--- config.mk ---
export PLATFORM = sky130hd
export DESIGN_NAME = alu8_flagged
export DESIGN_NICKNAME = d
export VERILOG_FILES = /design/src/rtl/alu8_pkg.sv /design/src/rtl/alu8_decode.sv /design/src/rtl/alu8_addsub.sv /design/src/rtl/alu8_logic.sv /design/src/rtl/alu8_step.sv /design/src/rtl/alu8_flagged.sv
export SDC_FILE = /design/constraint.sdc
export NUM_CORES = 1
export LEC_CHECK = 0
export BUFFER_PORTS_ARGS = -buffer_cell sky130_fd_sc_hd__buf_4
export CORE_MARGIN = 10
export CORE_UTILIZATION = 45
export CTS_CLUSTER_SIZE = 10
export DETAILED_ROUTE_END_ITERATION = 16
export GPL_TIMING_DRIVEN = 0
export MAX_ROUTING_LAYER = met4
export SYNTH_ARGS = -nofsm -noshare
export SYNTH_HDL_FRONTEND = slang
export SYNTH_SLANG_ARGS = --single-unit
export TNS_END_PERCENT = 100
--- constraint.sdc ---
create_clock -name clk -period 5.5 [get_ports clk]
set_input_delay 0.55 -clock clk [delete_from_list [all_inputs] [get_ports clk]]
set_output_delay 0.55 -clock clk [all_outputs]
set_load 0.05 [all_outputs]
--- src/rtl/alu8_pkg.sv ---
package alu8_pkg;

  localparam int FLAG_W = 8;

  // operation codes
  localparam logic [3:0] OPC_ADD  = 4'd0;
  localparam logic [3:0] OPC_ADDC = 4'd1;
  localparam logic [3:0] OPC_SUB  = 4'd2;
  localparam logic [3:0] OPC_SUBB = 4'd3;
  localparam logic [3:0] OPC_AND  = 4'd4;
  localparam logic [3:0] OPC_OR   = 4'd5;
  localparam logic [3:0] OPC_XOR  = 4'd6;
  localparam logic [3:0] OPC_CMP  = 4'd7;
  localparam logic [3:0] OPC_INC  = 4'd8;
  localparam logic [3:0] OPC_DEC  = 4'd9;

  // logic unit function select
  localparam logic [1:0] LFN_AND = 2'd0;
  localparam logic [1:0] LFN_OR  = 2'd1;
  localparam logic [1:0] LFN_XOR = 2'd2;

  typedef struct packed {
    logic s;
    logic z;
    logic rsv;
    logic h;
    logic x;
    logic pv;
    logic n;
    logic c;
  } alu_flags_t;

  // one-hot unit select; all zero means pass-through
  typedef struct packed {
    logic arith;
    logic lgc;
    logic step;
  } alu_sel_t;

endpackage

--- src/rtl/alu8_decode.sv ---
module alu8_decode
  import alu8_pkg::*;
(
  input  logic [3:0] op,
  output alu_sel_t   sel,
  output logic       do_sub,
  output logic       use_cin,
  output logic [1:0] lfn,
  output logic       step_dec,
  output logic       acc_we
);

  always_comb begin
    sel      = '0;
    do_sub   = 1'b0;
    use_cin  = 1'b0;
    lfn      = LFN_AND;
    step_dec = 1'b0;
    acc_we   = 1'b0;
    unique case (op)
      OPC_ADD:  begin sel.arith = 1'b1; acc_we = 1'b1; end
      OPC_ADDC: begin sel.arith = 1'b1; use_cin = 1'b1; acc_we = 1'b1; end
      OPC_SUB:  begin sel.arith = 1'b1; do_sub = 1'b1; acc_we = 1'b1; end
      OPC_SUBB: begin sel.arith = 1'b1; do_sub = 1'b1; use_cin = 1'b1; acc_we = 1'b1; end
      OPC_CMP:  begin sel.arith = 1'b1; do_sub = 1'b1; end
      OPC_AND:  begin sel.lgc = 1'b1; lfn = LFN_AND; acc_we = 1'b1; end
      OPC_OR:   begin sel.lgc = 1'b1; lfn = LFN_OR;  acc_we = 1'b1; end
      OPC_XOR:  begin sel.lgc = 1'b1; lfn = LFN_XOR; acc_we = 1'b1; end
      OPC_INC:  begin sel.step = 1'b1; acc_we = 1'b1; end
      OPC_DEC:  begin sel.step = 1'b1; step_dec = 1'b1; acc_we = 1'b1; end
      default:  begin end
    endcase
  end

endmodule

--- src/rtl/alu8_addsub.sv ---
module alu8_addsub
  import alu8_pkg::*;
#(
  parameter int DW = 8
) (
  input  logic [DW-1:0] a,
  input  logic [DW-1:0] b,
  input  logic          do_sub,
  input  logic          use_cin,
  input  logic          c_in_flag,
  input  logic          x_in_flag,
  output logic [DW-1:0] res,
  output alu_flags_t    fo
);

  localparam int NIB = DW / 2;

  logic          cin;
  logic [DW:0]   sum;
  logic [DW:0]   dsum;
  logic [DW:0]   rhs;
  logic          h_add, v_add, c_next;
  logic          h_sub, v_sub, brw, msb_in_sub;

  always_comb begin
    cin = use_cin & c_in_flag;

    // addition path; internal carries recovered from sum bits
    sum    = {1'b0, a} + {1'b0, b} + {{DW{1'b0}}, cin};
    h_add  = sum[NIB] ^ a[NIB] ^ b[NIB];
    c_next = sum[DW-1] ^ a[DW-1] ^ b[DW-1];
    v_add  = sum[DW] ^ c_next;

    // subtraction as a + ~b + ~cin
    dsum       = {1'b0, a} + {1'b0, ~b} + {{DW{1'b0}}, ~cin};
    msb_in_sub = dsum[DW-1] ^ a[DW-1] ^ ~b[DW-1];
    v_sub      = msb_in_sub ^ dsum[DW];

    // borrow and half borrow against the widened subtrahend
    rhs   = {1'b0, b} + {{DW{1'b0}}, cin};
    brw   = ({1'b0, a} < rhs);
    h_sub = (a[NIB-1:0] < rhs[NIB-1:0]);

    res = do_sub ? dsum[DW-1:0] : sum[DW-1:0];

    fo   = '0;
    fo.s = res[DW-1];
    fo.z = ~|res;
    if (do_sub) begin
      fo.h  = h_sub;
      fo.pv = v_sub;
      fo.n  = 1'b1;
      fo.c  = brw;
      fo.x  = use_cin ? x_in_flag : (x_in_flag | brw);
    end else begin
      fo.h  = h_add;
      fo.pv = v_add;
      fo.c  = sum[DW];
      fo.x  = sum[DW];
    end
  end

endmodule

--- src/rtl/alu8_logic.sv ---
module alu8_logic
  import alu8_pkg::*;
#(
  parameter int DW = 8
) (
  input  logic [DW-1:0] a,
  input  logic [DW-1:0] b,
  input  logic [1:0]    lfn,
  output logic [DW-1:0] res,
  output alu_flags_t    fo
);

  always_comb begin
    unique case (lfn)
      LFN_OR:  res = a | b;
      LFN_XOR: res = a ^ b;
      default: res = a & b;
    endcase
    fo    = '0;
    fo.s  = res[DW-1];
    fo.z  = ~|res;
    fo.h  = (lfn == LFN_AND);
    fo.pv = ~^res;
  end

endmodule

--- src/rtl/alu8_step.sv ---
module alu8_step
  import alu8_pkg::*;
#(
  parameter int DW = 8
) (
  input  logic [DW-1:0] a,
  input  logic          dec,
  input  logic          pv_in,
  input  logic          n_in,
  input  logic          c_in,
  output logic [DW-1:0] res,
  output alu_flags_t    fo
);

  localparam int NIB = DW / 2;
  localparam logic [DW-1:0] ONE     = {{(DW-1){1'b0}}, 1'b1};
  localparam logic [DW-1:0] POS_MAX = {1'b0, {(DW-1){1'b1}}};
  localparam logic [DW-1:0] NEG_MIN = {1'b1, {(DW-1){1'b0}}};

  always_comb begin
    res  = dec ? (a - ONE) : (a + ONE);
    fo   = '0;
    fo.s = res[DW-1];
    fo.z = ~|res;
    fo.h = ~|res[NIB-1:0];
    fo.c = c_in;
    if (dec) begin
      fo.x  = ~|a;
      fo.pv = pv_in | (a == NEG_MIN);
      fo.n  = 1'b1;
    end else begin
      fo.x  = &a;
      fo.pv = pv_in | (a == POS_MAX);
      fo.n  = n_in;
    end
  end

endmodule

--- src/rtl/alu8_flagged.sv ---
module alu8_flagged
  import alu8_pkg::*;
#(
  parameter int DW = 8
) (
  input  logic              clk,
  input  logic              rst_n,
  input  logic              in_valid,
  output logic              in_ready,
  input  logic [3:0]        in_op,
  input  logic [DW-1:0]     in_a,
  input  logic [DW-1:0]     in_b,
  output logic              out_valid,
  input  logic              out_ready,
  output logic [DW-1:0]     out_result,
  output logic [FLAG_W-1:0] out_flags,
  output logic              out_acc_we
);

  alu_sel_t   sel;
  logic       do_sub, use_cin, step_dec, acc_we, pass;
  logic [1:0] lfn;

  alu_flags_t flags_q;
  alu_flags_t as_fl, lg_fl, st_fl, nxt_flags;
  logic [DW-1:0] as_res, lg_res, st_res, nxt_res;

  logic          ov_q, we_q, accept;
  logic [DW-1:0] res_q;

  alu8_decode u_dec (
    .op(in_op), .sel(sel), .do_sub(do_sub), .use_cin(use_cin),
    .lfn(lfn), .step_dec(step_dec), .acc_we(acc_we)
  );

  alu8_addsub #(.DW(DW)) u_addsub (
    .a(in_a), .b(in_b), .do_sub(do_sub), .use_cin(use_cin),
    .c_in_flag(flags_q.c), .x_in_flag(flags_q.x),
    .res(as_res), .fo(as_fl)
  );

  alu8_logic #(.DW(DW)) u_logic (
    .a(in_a), .b(in_b), .lfn(lfn), .res(lg_res), .fo(lg_fl)
  );

  alu8_step #(.DW(DW)) u_step (
    .a(in_a), .dec(step_dec), .pv_in(flags_q.pv), .n_in(flags_q.n),
    .c_in(flags_q.c), .res(st_res), .fo(st_fl)
  );

  // AND-OR merge of the one-hot unit outputs
  always_comb begin
    pass      = ~|sel;
    nxt_res   = ({DW{sel.arith}} & as_res) | ({DW{sel.lgc}} & lg_res) |
                ({DW{sel.step}} & st_res)  | ({DW{pass}} & in_a);
    nxt_flags = ({FLAG_W{sel.arith}} & as_fl) | ({FLAG_W{sel.lgc}} & lg_fl) |
                ({FLAG_W{sel.step}} & st_fl)  | ({FLAG_W{pass}} & flags_q);
  end

  assign in_ready = ~ov_q | out_ready;
  assign accept   = in_valid & in_ready;

  always_ff @(posedge clk) begin
    if (!rst_n) begin
      flags_q <= '0;
      ov_q    <= 1'b0;
      res_q   <= '0;
      we_q    <= 1'b0;
    end else begin
      if (accept) begin
        flags_q <= nxt_flags;
        res_q   <= nxt_res;
        we_q    <= acc_we;
        ov_q    <= 1'b1;
      end else if (out_ready) begin
        ov_q    <= 1'b0;
      end
    end
  end

  assign out_valid  = ov_q;
  assign out_result = res_q;
  assign out_flags  = flags_q;
  assign out_acc_we = we_q;

endmodule

==> metrics.txt <==
TNS Setup 0 ns; total power 588 uW; initial antenna violation count 0; Final Max Tran Viols 0; Min-Delay Path Class flop to flop; Pwr per Cell Area between 150 and 200 mW/mm^2; Worst R2R Setup Slack 2.35 ns; Cells after DPL around 530; Yosys cell types 60; Hold Path Depth 2; post-DR wirelength/cell approximately 18 um; Post-synth EDFFs 0; CP dominant cell by count fa_1; status finished clean; clock-pin slew on the worst setup and hold paths 0.07 ns; Antenna Nets Post-Route 0; CTS Sinks 18; Die Area 0.0106 sq mm; worst path bufs/invs 3; endpoint class of the critical path flop; Hold Path Origin out_flags[4]$_SDFFE_PN0P_; core area 0.00676 sq mm; register area share after synthesis 11.6%; Fill cells approximately 710; Site Rows 30; via count 3088; RD Place Congestion 0.937; CTS hold repair buffers 0; Pre-Repair DR Iteration Count 4; GRT Total Usage approximately a fifth; first-pass GRT wire length 15.8 mm; worst slew pin tran 0.668 ns; vias per cell 5.74; Setup Buffers After CTS 0; hold path endpoint out_flags[4]$_SDFFE_PN0P_; Avg Cell Area, Syn 7.48 sq um; Final Instance Count excl. Fillers 538; synthesized net count just under 500; Resize count post-CTS 0; total gr overflow 0; crit share post-route 64.7%; Fin Clk Skew between 0.008 and 0.009 ns; RSZ-0062 raised after global routing no; Async S/R FF share, synth 0%; TritonCTS buffer count 3; layout net count about 530; Max IR drop VDD 0.0795 mV; largest net degree at the start of global routing 11; clk_lat worst skew about 0.26 ns; final setup violation count 0; Crit path max-delay family simple AND/OR/NAND/NOR gates; worst r2r dst out_flags[6]$_SDFFE_PN0P_; initial DRC count approximately 170; FF+latch count, synth 18; worst setup margin roughly 1.9 ns; Critical Path Fanout Max 10; maxcap violations 0; area added between synthesis and finish 14.4%; diode count 0; H-tree levels 1; Root Driver clkbuf_8; PortBufs 39; post-synthesis instance area 0.00311 sq mm; dpl hpwl 8.00 mm; share of cells above drive strength 1 14.4%; CP Cell Sequence buf_4 > clkbuf_1 > nor2_1 > and3_1 > inv_1 > fa_1 > fa_1 > nor2b_4 > o211a_1 > o311ai_2 > o31ai_1 > xor2_1 > or4_1 > a31oi_1; ys flop type dfxtp_1; fin crit period 3.56 ns; critical path type input pin to flop; post-synthesis instance total around 420; critical path's slowest cell or4_1; Initial Util 46.0%; DRC viols 0; max_slew headroom 55.5%; Critical Path RT 5.69 ns; vias in the first global route 3116; Routed WL approximately 9.6 mm; synth warn 0; CTS Buffer Depth 2; data arrival time of the worst path 3.74 ns; crit-path max cell delay 0.58 ns; CP Launch Type input pin; Critical R2R Launch out_flags[0]$_SDFFE_PN0P_; FF-to-FF path depth 11; Fin. Hold Viols 0; Chip Height 103 um; Die Wd 103 um; fmax 281 MHz; DP Worst Slack 1.69 ns; critical path depth 14; Lkg Pwr between 0.0015 and 0.002 uW; CTS tree yes; Ports 43
==> tightest hold or removal path, delay by kind of cell (launching register included) <==
family,cells,cell delay [ns]
compound gates,1,0.06
flops,1,0.31
simple gates,1,0.07
==> where the power goes <==
group / internal (uW) / switching [uW] / total, uW
clock: 63.6 / 45.4 / 109
combinational: 133 / 200 / 334
sequential: 140 / 5.42 / 145
==> per-layer routing <==
layer	track usage (%)	share of wire (%)	vias to the layer above
met1	25.6	49	1455
met3	2.08	3.5	10
met5	-	0	-
li1	-	-	1562
met2	30.9	46	61
met4	2.14	0.95	0
==> cells in the mapped netlist, types with 4 or more instances <==
master,number,area (sq um)
a31oi_1,5,31.3
xor2_1,5,43.8
nor3_1,6,30.0
a22oi_1,4,30.0
o21a_1,6,45.0
and3_1,6,37.5
a21oi_1,29,145
clkbuf_1,13,48.8
xnor2_1,21,184
ha_1,46,576
nand2b_1,13,81.3
dfxtp_1,18,360
a221oi_1,4,35.0
o21ai_0,36,180
nor2_1,20,75.1
a21o_1,8,60.1
nor2b_1,5,31.3
nand2_1,33,124
mux2i_1,6,60.1
inv_1,38,143
nand3_1,16,80.1
buf_4,5,37.5
fa_1,5,100
nand4_1,8,50.1
==> registers in the layout, summed over array words and instances (netlist names) <==
register    flops
out_flags       8
out_result      8
out_acc_we      1
out_valid       1
==> logic make-up after synthesis <==
logic type               Yosys count  share of synthesized area, %
AO/OA/AOI/OAI                    127                          27.0
AND/OR/NAND/NOR                  124                          20.7
buffers and inverters             61                          8.54
adder cells (fa/ha/maj)           51                          21.8
XOR/XNOR                          27                          8.10
flip-flops                        18                          11.6
multiplexers                       7                          2.30
==> placed cells by master, fill, tap and decap left out, types with 16 or more instances in the layout <==
cell	synthesis	layout
a21oi_1	29	29
buf_4	5	44
dfxtp_1	18	18
ha_1	46	46
inv_1	38	38
nand2_1	33	33
nand3_1	16	16
nor2_1	20	20
o21ai_0	36	36
xnor2_1	21	21
==> metrics by stage <==
step                hold WS (ns)  cell area, sq um  util [%]
finish                     0.484              3550      52.6
global route               0.515              3550      52.6
CTS                        0.484              3550      52.6
detailed placement         0.475              3500      51.8
global placement           0.467              3500      51.8
floorplan                  0.451              3110         -
==> cell type report <==
cell class                 count  area [sq um]  share of cell area (%)
tap                           80           100                    2.82
sequential                    18           360                    10.1
timing repair buffer          39           293                    8.24
inverter                      39           146                    4.12
clock buffer                   4          55.1                    1.55
multi-input combinational    336          2480                    69.8
buffer                        22           119                    3.35
==> worst max-delay path by stage <==
stage / start / to
3_5_place_dp: in_op[3] / out_flags[6]$_SDFFE_PN0P_
5_1_grt: in_op[3] / out_flags[6]$_SDFFE_PN0P_
3_3_place_gp: in_op[3] / out_flags[6]$_SDFFE_PN0P_
6_report: in_op[3] / out_flags[6]$_SDFFE_PN0P_
4_1_cts: in_op[3] / out_flags[6]$_SDFFE_PN0P_
2_1_floorplan: in_op[3] / out_flags[6]$_SDFFE_PN0P_
(Power assumes the default switching activity.)
